$ cat config.mk
export PLATFORM = sky130hd
export DESIGN_NAME = ecs_decoder
export DESIGN_NICKNAME = d
export VERILOG_FILES = /design/src/rtl/ecs_pkg.sv /design/src/rtl/ecs_sync.sv /design/src/rtl/ecs_event.sv /design/src/rtl/ecs_framer.sv /design/src/rtl/ecs_pulse_gen.sv /design/src/rtl/ecs_decoder.sv
export SDC_FILE = /design/constraint.sdc
export NUM_CORES = 1
export LEC_CHECK = 0
export BUFFER_PORTS_ARGS = -buffer_cell sky130_fd_sc_hd__buf_4
export CORE_AREA = 2 2 39 41
export CTS_BUF_LIST = sky130_fd_sc_hd__clkbuf_8
export DETAILED_ROUTE_END_ITERATION = 8
export DIE_AREA = 0 0 41 43
export PLACE_DENSITY = 0.82
export SLEW_MARGIN = 0
export SYNTH_ARGS = -nofsm -noshare
export SYNTH_HDL_FRONTEND = slang
export SYNTH_SLANG_ARGS = --single-unit
$ cat constraint.sdc
create_clock -name clk -period 1.6 [get_ports clk]
set_input_delay 0 -clock clk [delete_from_list [all_inputs] [get_ports clk]]
set_output_delay 0 -clock clk [all_outputs]
set_load 0.02 [all_outputs]
$ cat src/rtl/ecs_pkg.sv
package ecs_pkg;

    // How a frame is closed once it has been opened by a start marker.
    typedef enum logic {
        END_BY_COUNT  = 1'b0,
        END_BY_MARKER = 1'b1
    } end_mode_e;

    // Per-cycle view of the synchronized line, produced by the event stage.
    typedef struct packed {
        logic clk_lvl;   // synchronized shift clock level
        logic dat_lvl;   // synchronized data level
        logic clk_rise;  // shift clock went 0 -> 1
        logic clk_fall;  // shift clock went 1 -> 0
        logic marker;    // data moved while shift clock stayed high
    } line_evt_t;

    // Counter width able to hold the value n.
    function automatic int cnt_width(input int n);
        return (n < 2) ? 1 : $clog2(n + 1);
    endfunction

endpackage

$ cat src/rtl/ecs_sync.sv
module ecs_sync #(
    parameter int WIDTH  = 2,
    parameter int STAGES = 2
) (
    input  logic             clk,
    input  logic             rst,
    input  logic [WIDTH-1:0] din,
    output logic [WIDTH-1:0] dout
);
    logic [STAGES-1:0][WIDTH-1:0] stg;

    always_ff @(posedge clk) begin
        if (rst) begin
            stg <= '0;
        end else begin
            for (int i = STAGES - 1; i > 0; i--) begin
                stg[i] <= stg[i-1];
            end
            stg[0] <= din;
        end
    end

    assign dout = stg[STAGES-1];
endmodule

$ cat src/rtl/ecs_event.sv
module ecs_event (
    input  logic               clk,
    input  logic               rst,
    input  logic               clk_s,
    input  logic               dat_s,
    output ecs_pkg::line_evt_t evt
);
    logic clk_p;
    logic dat_p;

    always_ff @(posedge clk) begin
        if (rst) begin
            clk_p <= 1'b0;
            dat_p <= 1'b0;
        end else begin
            clk_p <= clk_s;
            dat_p <= dat_s;
        end
    end

    always_comb begin
        evt.clk_lvl  = clk_s;
        evt.dat_lvl  = dat_s;
        evt.clk_rise = clk_s & ~clk_p;
        evt.clk_fall = ~clk_s & clk_p;
        evt.marker   = clk_s & clk_p & (dat_s ^ dat_p);
    end
endmodule

$ cat src/rtl/ecs_framer.sv
module ecs_framer #(
    parameter ecs_pkg::end_mode_e END_MODE   = ecs_pkg::END_BY_COUNT,
    parameter int                 FRAME_BITS = 8,
    parameter int                 CW         = 4
) (
    input  logic               clk,
    input  logic               rst,
    input  ecs_pkg::line_evt_t evt,
    input  logic               pulse_done,
    output logic               active,
    output logic               launch,
    output logic               launch_bit,
    output logic [CW-1:0]      bit_cnt
);
    localparam logic [CW-1:0] LAST_CNT  = CW'(FRAME_BITS);
    localparam logic          BY_COUNT  = (END_MODE == ecs_pkg::END_BY_COUNT);

    logic pol;       // direction of the start marker (1 = rising)
    logic marked;    // current shift-clock pulse carried a marker
    logic bit_hold;  // data level captured at the last rising edge

    logic room;
    assign room       = !BY_COUNT || (bit_cnt < LAST_CNT);
    assign launch     = evt.clk_fall && active && !marked && room;
    assign launch_bit = bit_hold;

    always_ff @(posedge clk) begin
        if (rst) begin
            active   <= 1'b0;
            pol      <= 1'b0;
            marked   <= 1'b0;
            bit_hold <= 1'b0;
            bit_cnt  <= '0;
        end else begin
            if (evt.clk_rise) begin
                marked   <= 1'b0;
                bit_hold <= evt.dat_lvl;
            end
            if (evt.marker) begin
                marked <= 1'b1;
                if (!active) begin
                    active  <= 1'b1;
                    pol     <= evt.dat_lvl;
                    bit_cnt <= '0;
                end else if (!BY_COUNT && (evt.dat_lvl != pol)) begin
                    active <= 1'b0;
                end
            end
            if (BY_COUNT) begin
                if (launch) begin
                    bit_cnt <= bit_cnt + 1'b1;
                end
                if (pulse_done && active && (bit_cnt == LAST_CNT)) begin
                    active  <= 1'b0;
                    bit_cnt <= '0;
                end
            end
        end
    end
endmodule

$ cat src/rtl/ecs_pulse_gen.sv
module ecs_pulse_gen #(
    parameter int PULSE_HALF = 2
) (
    input  logic clk,
    input  logic rst,
    input  logic launch,
    input  logic bit_in,
    output logic sclk_o,
    output logic mosi_o,
    output logic done
);
    // Each pulse spans three phases of PULSE_HALF cycles: setup, high, hold.
    localparam int              TOTAL = 3 * PULSE_HALF;
    localparam int              GW    = $clog2(TOTAL + 1);
    localparam logic [GW-1:0]   G_TOT = GW'(TOTAL);
    localparam logic [GW-1:0]   G_LO  = GW'(PULSE_HALF);
    localparam logic [GW-1:0]   G_HI  = GW'(2 * PULSE_HALF);
    localparam logic [GW-1:0]   G_ONE = GW'(1);

    logic [GW-1:0] gen_cnt;
    logic [GW-1:0] gen_nxt;

    always_comb begin
        if (launch)            gen_nxt = G_TOT;
        else if (gen_cnt != '0) gen_nxt = gen_cnt - G_ONE;
        else                   gen_nxt = '0;
    end

    always_ff @(posedge clk) begin
        if (rst) begin
            gen_cnt <= '0;
            sclk_o  <= 1'b0;
            mosi_o  <= 1'b0;
        end else begin
            gen_cnt <= gen_nxt;
            sclk_o  <= (gen_nxt > G_LO) && (gen_nxt <= G_HI);
            if (launch) begin
                mosi_o <= bit_in;
            end
        end
    end

    assign done = (gen_cnt == G_ONE);
endmodule

$ cat src/rtl/ecs_decoder.sv
module ecs_decoder #(
    parameter int                 FRAME_BITS  = 8,
    parameter ecs_pkg::end_mode_e END_MODE    = ecs_pkg::END_BY_COUNT,
    parameter int                 SYNC_STAGES = 2,
    parameter int                 PULSE_HALF  = 2
) (
    input  logic clk,
    input  logic rst,
    input  logic line_clk_i,
    input  logic line_dat_i,
    output logic slv_sclk_o,
    output logic slv_mosi_o,
    output logic slv_csn_o
);
    localparam int CW = ecs_pkg::cnt_width(FRAME_BITS);

    logic [1:0]         line_s;
    ecs_pkg::line_evt_t evt;
    logic               active;
    logic               launch;
    logic               launch_bit;
    logic               pulse_done;
    logic [CW-1:0]      bit_cnt;

    ecs_sync #(.WIDTH(2), .STAGES(SYNC_STAGES)) u_sync (
        .clk  (clk),
        .rst  (rst),
        .din  ({line_clk_i, line_dat_i}),
        .dout (line_s)
    );

    ecs_event u_event (
        .clk   (clk),
        .rst   (rst),
        .clk_s (line_s[1]),
        .dat_s (line_s[0]),
        .evt   (evt)
    );

    ecs_framer #(.END_MODE(END_MODE), .FRAME_BITS(FRAME_BITS), .CW(CW)) u_framer (
        .clk        (clk),
        .rst        (rst),
        .evt        (evt),
        .pulse_done (pulse_done),
        .active     (active),
        .launch     (launch),
        .launch_bit (launch_bit),
        .bit_cnt    (bit_cnt)
    );

    ecs_pulse_gen #(.PULSE_HALF(PULSE_HALF)) u_pulse (
        .clk    (clk),
        .rst    (rst),
        .launch (launch),
        .bit_in (launch_bit),
        .sclk_o (slv_sclk_o),
        .mosi_o (slv_mosi_o),
        .done   (pulse_done)
    );

    assign slv_csn_o = ~active;
endmodule

==> results.txt, run 1 <==
The count of routing violations after the opening detailed-route iteration came out at 15. After routing the design area is roughly 870 um2. At the pin with the least slew margin, the transition time is around 0.26 ns. The count of synthesis-stage warnings from yosys came out at 0. TritonCTS built the clock tree. During I/O placement, the number of pins put on the boundary was 7. The run finished with clean final reports. After floorplanning, the core was sized to cover 0.001384 mm2. The first-pass GRT wire length came out at 2332 um. The synthesized design contains 18 register bits.

The number of violations of the max-capacitance limit is 0. The total placed cells including tap cells is 100. The highest net fanout along the worst path is 5. The number of nets in the final layout is between 90 and 100. The starting density of the core came out at a little over half. The clock insertion delay at the later pin of the skew report came out at around 0.26 ns. The number of antenna violations at the first check in global routing was 0. The largest net degree at the start of global routing came out at 15. Summed over all instances, the cell type with the most area after synthesis is dfxtp_1. The library cell with the highest instance count after synthesis is dfxtp_1. In the synthesized netlist, the cells that appear most often are dfxtp_1 (18), nor2_1 (8). The share of cells above drive strength 1 is between 10% and 20%. The count of buffer and inverter cells on the critical path came out at 1. The path class of the tightest hold or removal check is primary input to flip-flop.

The headroom to the max-slew limit came out at 82.87%. The via count of the first global-routing pass is 560. The worst setup path is captured at a flip-flop. The synthesized netlist net count is between 80 and 90. The share of total power in the clock network is roughly 44%.

The die extent in x came out at 41 um. The post-synthesis to final-layout area growth came out at 17.43%. The most used flip-flop cell after synthesis is dfxtp_1. Sorting the synthesized cells by area gives the leading types as dfxtp_1 (49%), ha_1 (6.8%), nor2b_1 (5.1%), a21oi_1 (4.1%), nor2_1 (4.1%).

The switching portion of total power is roughly a fifth. The analysis attributes to net switching a power of 179.4 uW. The final critical delay including setup and external delays is approximately 1.4 ns.

Port buffering added 6 buffers. For this run, the top clock speed supported by timing is ~720 MHz. For this run, the total global-route usage over all layers was measured as between 20% and 30%. The antenna diode instance count is 0. Hold is met by 0.01196 ns. The final routed DRC violation total is 0.

The number of buffers inserted during clock tree synthesis is 3. Setup repair after global routing left no endpoint under its margin. The number of library cell types mapped by synthesis came out at 25. The worst endpoint data arrival time came out at 1.60 ns. The design internal power is approximately 700 uW. From bottom edge to top edge, the die measures ~43 um. The area of the die is approximately 0.0018 mm2.

The combinational fraction of design power is 3.2%. The global placement routability congestion came out at 0.8505. The detailed-routing iteration count for the pre-antenna-repair pass is 4. The via density per instance came out at 5.406. The post-CTS repair timing setup buffer count came out at 0. The delay of the slowest critical-path stage came out at 0.38 ns.

The share of async-settable or async-resettable flops after synthesis came out at 0%. Walking the worst path, the cells encountered are inv_1, ha_1, and4bb_1, a41oi_2, o21ai_1, nor2_1. Adding up every negative setup slack in the final design gives 0 ns. The share of synthesized area occupied by flip-flops and latches is 48.73%.

CTS built an H-tree with a depth of 1. Counting along the longest clock path gives a buffer depth of 2. The total vias in the final route came out at approximately 570. The post-detailed-route wirelength per cell came out at around 13 um. Synthesis handed over a netlist of 80 instances.

The clock slew seen by the registers of the worst setup and hold paths is 0.07 ns. The portion of synthesized cell area occupied by the leading cell type came out at between 40% and 50%. Among cell families on the critical path, the largest total delay comes from flip-flops. The wire length reported by the detailed router is 1342 um. For the final database, setup skew stands at roughly 0.0029 ns.

VDD sags by at most 0.8357 mV. Clock tree synthesis selected as its root buffer the cell clkbuf_8. The sum of overflow across all layers after global routing came out at 0.

The fraction of power consumed by sequential logic is between 50% and 60%. The required time of the worst setup path is 1.80 ns. The quantity of hold-fixing buffers added after cts came out at 2. The post-detailed-route count of antenna-violating nets came out at 0. The placed standard-cell area is 793.3 um2. The final max-slew violation count came out at 0. The detailed placer's ending HPWL came out at roughly 940 um. The fraction of the cycle the final worst path needs came out at a little under 90%. The worst setup path is launched from a flip-flop. The post-synth design cell area came out at 739.5 um2. The finished layout holds ~110 standard cells, fillers aside. The worst setup slack for register-to-register paths is about 0.20 ns.

The number of fill cells in the layout is 120. For this design the ratio of total power to cell area is 999.2 mW/mm2. The cell row count came out at 14.

The total clock sinks came out at 18. The setup violation total in the final timing report came out at 0. The kind of critical path is flip-flop to flip-flop. The slowest stage of the critical path is the dfxtp_1 cell. The average cell area after synthesis came out at 9.243 um2. The number of hold violations in the final report is 0. The number of enable flip-flop cells after synthesis is 0. The number of cells upsized or downsized after cts is 0.

The leakage power of the design came out at between 0.3 and 0.4 nW.
-- layer usage --
| layer | track usage [%] | wire, um | vias up |
|---|---|---|---|
| li1 | - | - | 289 |
| met5 | 0 | 0 | - |
| met1 | 23.84 | 563 | 266 |
| met4 | 16.00 | 41 | 0 |
| met2 | 30.31 | 681 | 14 |
| met3 | 4.712 | 57 | 4 |
-- state kept, by name, summed over array words and instances, names as in the netlist --
signal,count
u_event.clk_p,1
u_event.dat_p,1
u_framer.active,1
u_framer.bit_cnt,4
u_framer.launch_bit,1
u_framer.marked,1
u_pulse.gen_cnt,3
u_pulse.mosi_o,1
u_pulse.sclk_o,1
u_sync.dout,2
u_sync.stg,2
-- final timing paths --
check / from / to / cells after the start
setup / recovery: u_framer.bit_cnt[0] / u_framer.bit_cnt[0] / 6
setup reg to reg: u_framer.bit_cnt[0] / u_framer.bit_cnt[0] / 6
hold reg to reg: u_sync.stg[1] / u_sync.dout[1] / 1
hold / removal: rst / u_event.clk_p / 2
-- layout by cell type (no fill, tap or decap), drive strengths merged --
| cell type | count |
|---|---|
| dlygate4sd3 | 2 |
| nand2 | 6 |
| nand3 | 2 |
| buf | 6 |
| and3 | 2 |
| nand2b | 1 |
| nor3 | 1 |
| a31oi | 1 |
| dfxtp | 18 |
| and4bb | 1 |
| a41oi | 1 |
| inv | 6 |
| xor2 | 1 |
| a21boi | 2 |
| xnor2 | 1 |
| a21oi | 6 |
| nand4 | 3 |
| o21ai | 4 |
| nor2b | 7 |
| a31o | 1 |
| clkbuf | 4 |
| nor2 | 8 |
| nor4 | 2 |
| ha | 4 |
-- metrics by stage --
stage | setup slack, ns | power [mW] | utilization (%)
detailed placement | 0.2315 | 0.4916 | 57.32
global placement | 0.2831 | 0.4911 | 57.32
floorplan | 0.3641 | 0.4816 | -
CTS | 0.2073 | 0.8701 | 62.75
global route | 0.06544 | 0.8900 | 62.75
finish | 0.2041 | 0.8676 | 62.75
-- kinds of logic after synthesis --
logic type	Yosys count	share of synthesized area (%)
XOR/XNOR	2	2.369
buffers and inverters	8	4.568
AO/OA/AOI/OAI	15	13.03
AND/OR/NAND/NOR	33	24.53
flip-flops	18	48.73
adder cells (fa/ha/maj)	4	6.768
-- power groups by stage --
stage	logic (mW)	clock network (mW)	registers, mW
after floorplan	0.0141	0	0.468
after global placement	0.0229	0	0.468
after detailed placement	0.0233	0	0.468
after CTS	0.0273	0.385	0.458
after global routing	0.0300	0.401	0.459
final	0.0277	0.382	0.458
-- cell type report --
cell class	count	area, um2	area share [%]
Multi-Input combinational cell	54	345.3	39.77
Inverter	6	22.52	2.594
Timing Repair Buffer	8	65.06	7.493
Tap cell	16	20.02	2.305
Sequential cell	18	360.3	41.50
Clock buffer	4	55.05	6.340
(Power assumes the default switching activity.)
==> run 2: changes to the inputs <==
Settings changed: RECOVER_POWER set to 50.
==> run 2 against run 1 <==
- setup slack about the same
- utilization is 0.81 points lower
- worst hold slack about the same
- cell area is 1.3% lower
- clock skew about the same
- register-to-register slack about the same
- routed wire length hardly changed
- critical path type unchanged
- largest power group unchanged
- highest routed layer unchanged
==> results.txt, run 2 (synthesis gave the netlist of run 1 again) <==
For this design the static power due to leakage is 0.3372 nW. The worst setup path is launched from a flip-flop. The power density over cell area came out at between 1000 and 1500 mW/mm2. The post-detailed-route count of antenna-violating nets is 0. The total number of H-tree levels is 1. Across the run, the number of max-cap violations was 0.

The area of the die came out at around 0.0018 mm2. The post-detailed-route wirelength per cell is 12.65 um. The count of pins on the block boundary came out at 7.

The TritonCTS clock tree is yes. The number of buffers inserted during clock tree synthesis came out at 3. Before antenna repair, the detailed router went through 4 iterations. The post-synthesis to final-layout area growth is 15.91%. The clock insertion delay at the later pin of the skew report is approximately 0.26 ns.

The final critical delay including setup and external delays is around 1.4 ns. The post-CTS repair timing setup buffer count came out at 0. The kind of critical path is flip-flop to flip-flop.

The first-pass GRT wire length is 2332 um. The final max-slew violation count came to 0. Summing over every cut layer, the via total after detailed routing is ~570. In the layout the commonest cells are dfxtp_1 (18), nor2_1 (8).

The register with the most flip-flops in the final layout is u_framer.bit_cnt. The via count of the first global-routing pass is 560. Once layout is complete, the utilization of the core stands at between 60% and 70%. The delay of the slowest critical-path stage came out at ~0.38 ns.

The slowest stage of the critical path belongs to the cell dfxtp_1. The post-route netlist has ~11% of its cells at a drive strength greater than 1. The via density per instance came out at between 5 and 6.

The detailed placer's ending HPWL came out at roughly 940 um. The critical path goes through inv_1, ha_1, and4bb_1, a41oi_2, o21ai_1, nor2_1. Entering global routing, the biggest net connects 15 pins. Setup violations remaining at the end of the flow were counted as 0.

The antenna diode instance count came out at 0. The achievable clock frequency is 716.4 MHz. The standard cell core area came out at approximately 0.0014 mm2. The count of routing violations after the opening detailed-route iteration came out at 15. The run finished with clean final reports. The worst endpoint data arrival time came out at about 1.6 ns. The worst clock skew on the final layout is ~0.0028 ns. The root buffer cell chosen for the clock tree is clkbuf_8. The highest net fanout along the worst path came out at 5. For this run, design rule violations remaining after detail routing come to 0. The maximum ir drop on the vdd rail is 0.8357 mV.

The flip-flop count of the largest register, all copies and words added is 4. The number of buffers inserted by port buffering came out at 6. The total global routing track utilization came out at ~20%.

Setup total negative slack on the finished layout was measured at 0 ns. Setup repair after global routing left no endpoint under its margin. For this run the aggregate overflow at the end of global routing stands at 0. In the final design database the tool counted 99 nets. The starting density of the core came out at 53.44%. Leaving out fill and tap cells, the most frequent cell in the layout is dfxtp_1. The kind of end point of the critical path is a flip-flop.

The wire length reported by the detailed router is about 1300 um. The transition time of the tightest slew-check pin came out at 0.2570 ns. The number of hold violations in the final report came out at 0.

The maximum root-to-sink buffer count came out at 2. The min-delay analysis places its worst path in the category primary input to flip-flop. For the worst setup path, the data required time is 1.80 ns. The headroom to the max-slew limit is roughly 83%. The total clock sinks came out at 18. The vertical extent of the die came out at ~43 um. The number of antenna violations at the first check in global routing came to 0. In the final layout, the registers with the most flip-flops are u_framer.bit_cnt x4, u_pulse.gen_cnt x3.

The die extent in x came out at roughly 41 um. The fraction of the cycle the final worst path needs is between 80% and 90%. Routability-driven placement finished with a final weighted congestion of ~0.85. The clock slew seen by the registers of the worst setup and hold paths is around 0.070 ns. The cell row count came out at 14.
[run 2: changes by cell type in the layout (fill, tap and decap cells not counted), sizes merged]
cell    previous run  this run
buf                6         1
clkbuf             4         9
[run 2: area by class of cell]
type | count | area [um2]
tap | 16 | 20.02
sequential | 18 | 360.3
multi-input combinational | 54 | 345.3
timing repair buffer | 8 | 53.80
clock buffer | 4 | 55.05
inverter | 6 | 22.52
fill | 125 | 526.8
[run 2: report_power, final]
| part | internal [mW] | switching [mW] |
|---|---|---|
| Clock | 0.219 | 0.162 |
| Sequential | 0.454 | 0.00373 |
| Combinational | 0.0143 | 0.0130 |
[run 2: critical path: cells and delay by family (launching register included)]
kind / cells / cell delay (ns)
AO/OA/AOI/OAI: 2 / 0.38
adder cells (fa/ha/maj): 1 / 0.19
buffers and inverters: 1 / 0.08
flip-flops: 1 / 0.38
AND/OR/NAND/NOR: 2 / 0.30
[run 2: per-stage QoR]
step / setup WS [ns] / hold slack (ns) / area [um2] / total power, mW / instances
2_1_floorplan: 0.3641 / 0.07161 / 739.5 / 0.4816 / 80
3_3_place_gp: 0.2831 / 0.2172 / 793.3 / 0.4911 / 100
3_5_place_dp: 0.2315 / 0.2203 / 793.3 / 0.4916 / 100
4_1_cts: 0.2073 / 0.01024 / 868.3 / 0.8701 / 106
5_1_grt: 0.06544 / 0.02516 / 857.1 / 0.8897 / 106
6_report: 0.2041 / 0.01223 / 857.1 / 0.8671 / 106
[run 2: what timing repair did]
| item | 4_1_cts | 5_1_grt |
|---|---|---|
| hold endpoints to repair | 2 | 0 |
| resized for setup | 0 | 0 |
| hold buffers | 2 | 0 |
[run 2: worst paths after layout]
path | from | endpoint | slack [ns] | cells after the start
worst max-delay path | u_framer.bit_cnt[0] | u_framer.bit_cnt[0] | 0.20 | 6
worst min-delay path | rst | u_event.clk_p | 0.01 | 2
worst min register to register | u_sync.stg[1] | u_sync.dout[1] | 0.45 | 1
worst max register to register | u_framer.bit_cnt[0] | u_framer.bit_cnt[0] | 0.20 | 6
[run 2: per-layer routing]
| layer | track usage (%) | vias to the layer above | wire [um] |
|---|---|---|---|
| met2 | 30.31 | 14 | 676 |
| li1 | - | 289 | - |
| met3 | 4.712 | 4 | 62 |
| met5 | 0 | - | 0 |
| met1 | 23.84 | 266 | 560 |
| met4 | 16.00 | 0 | 41 |
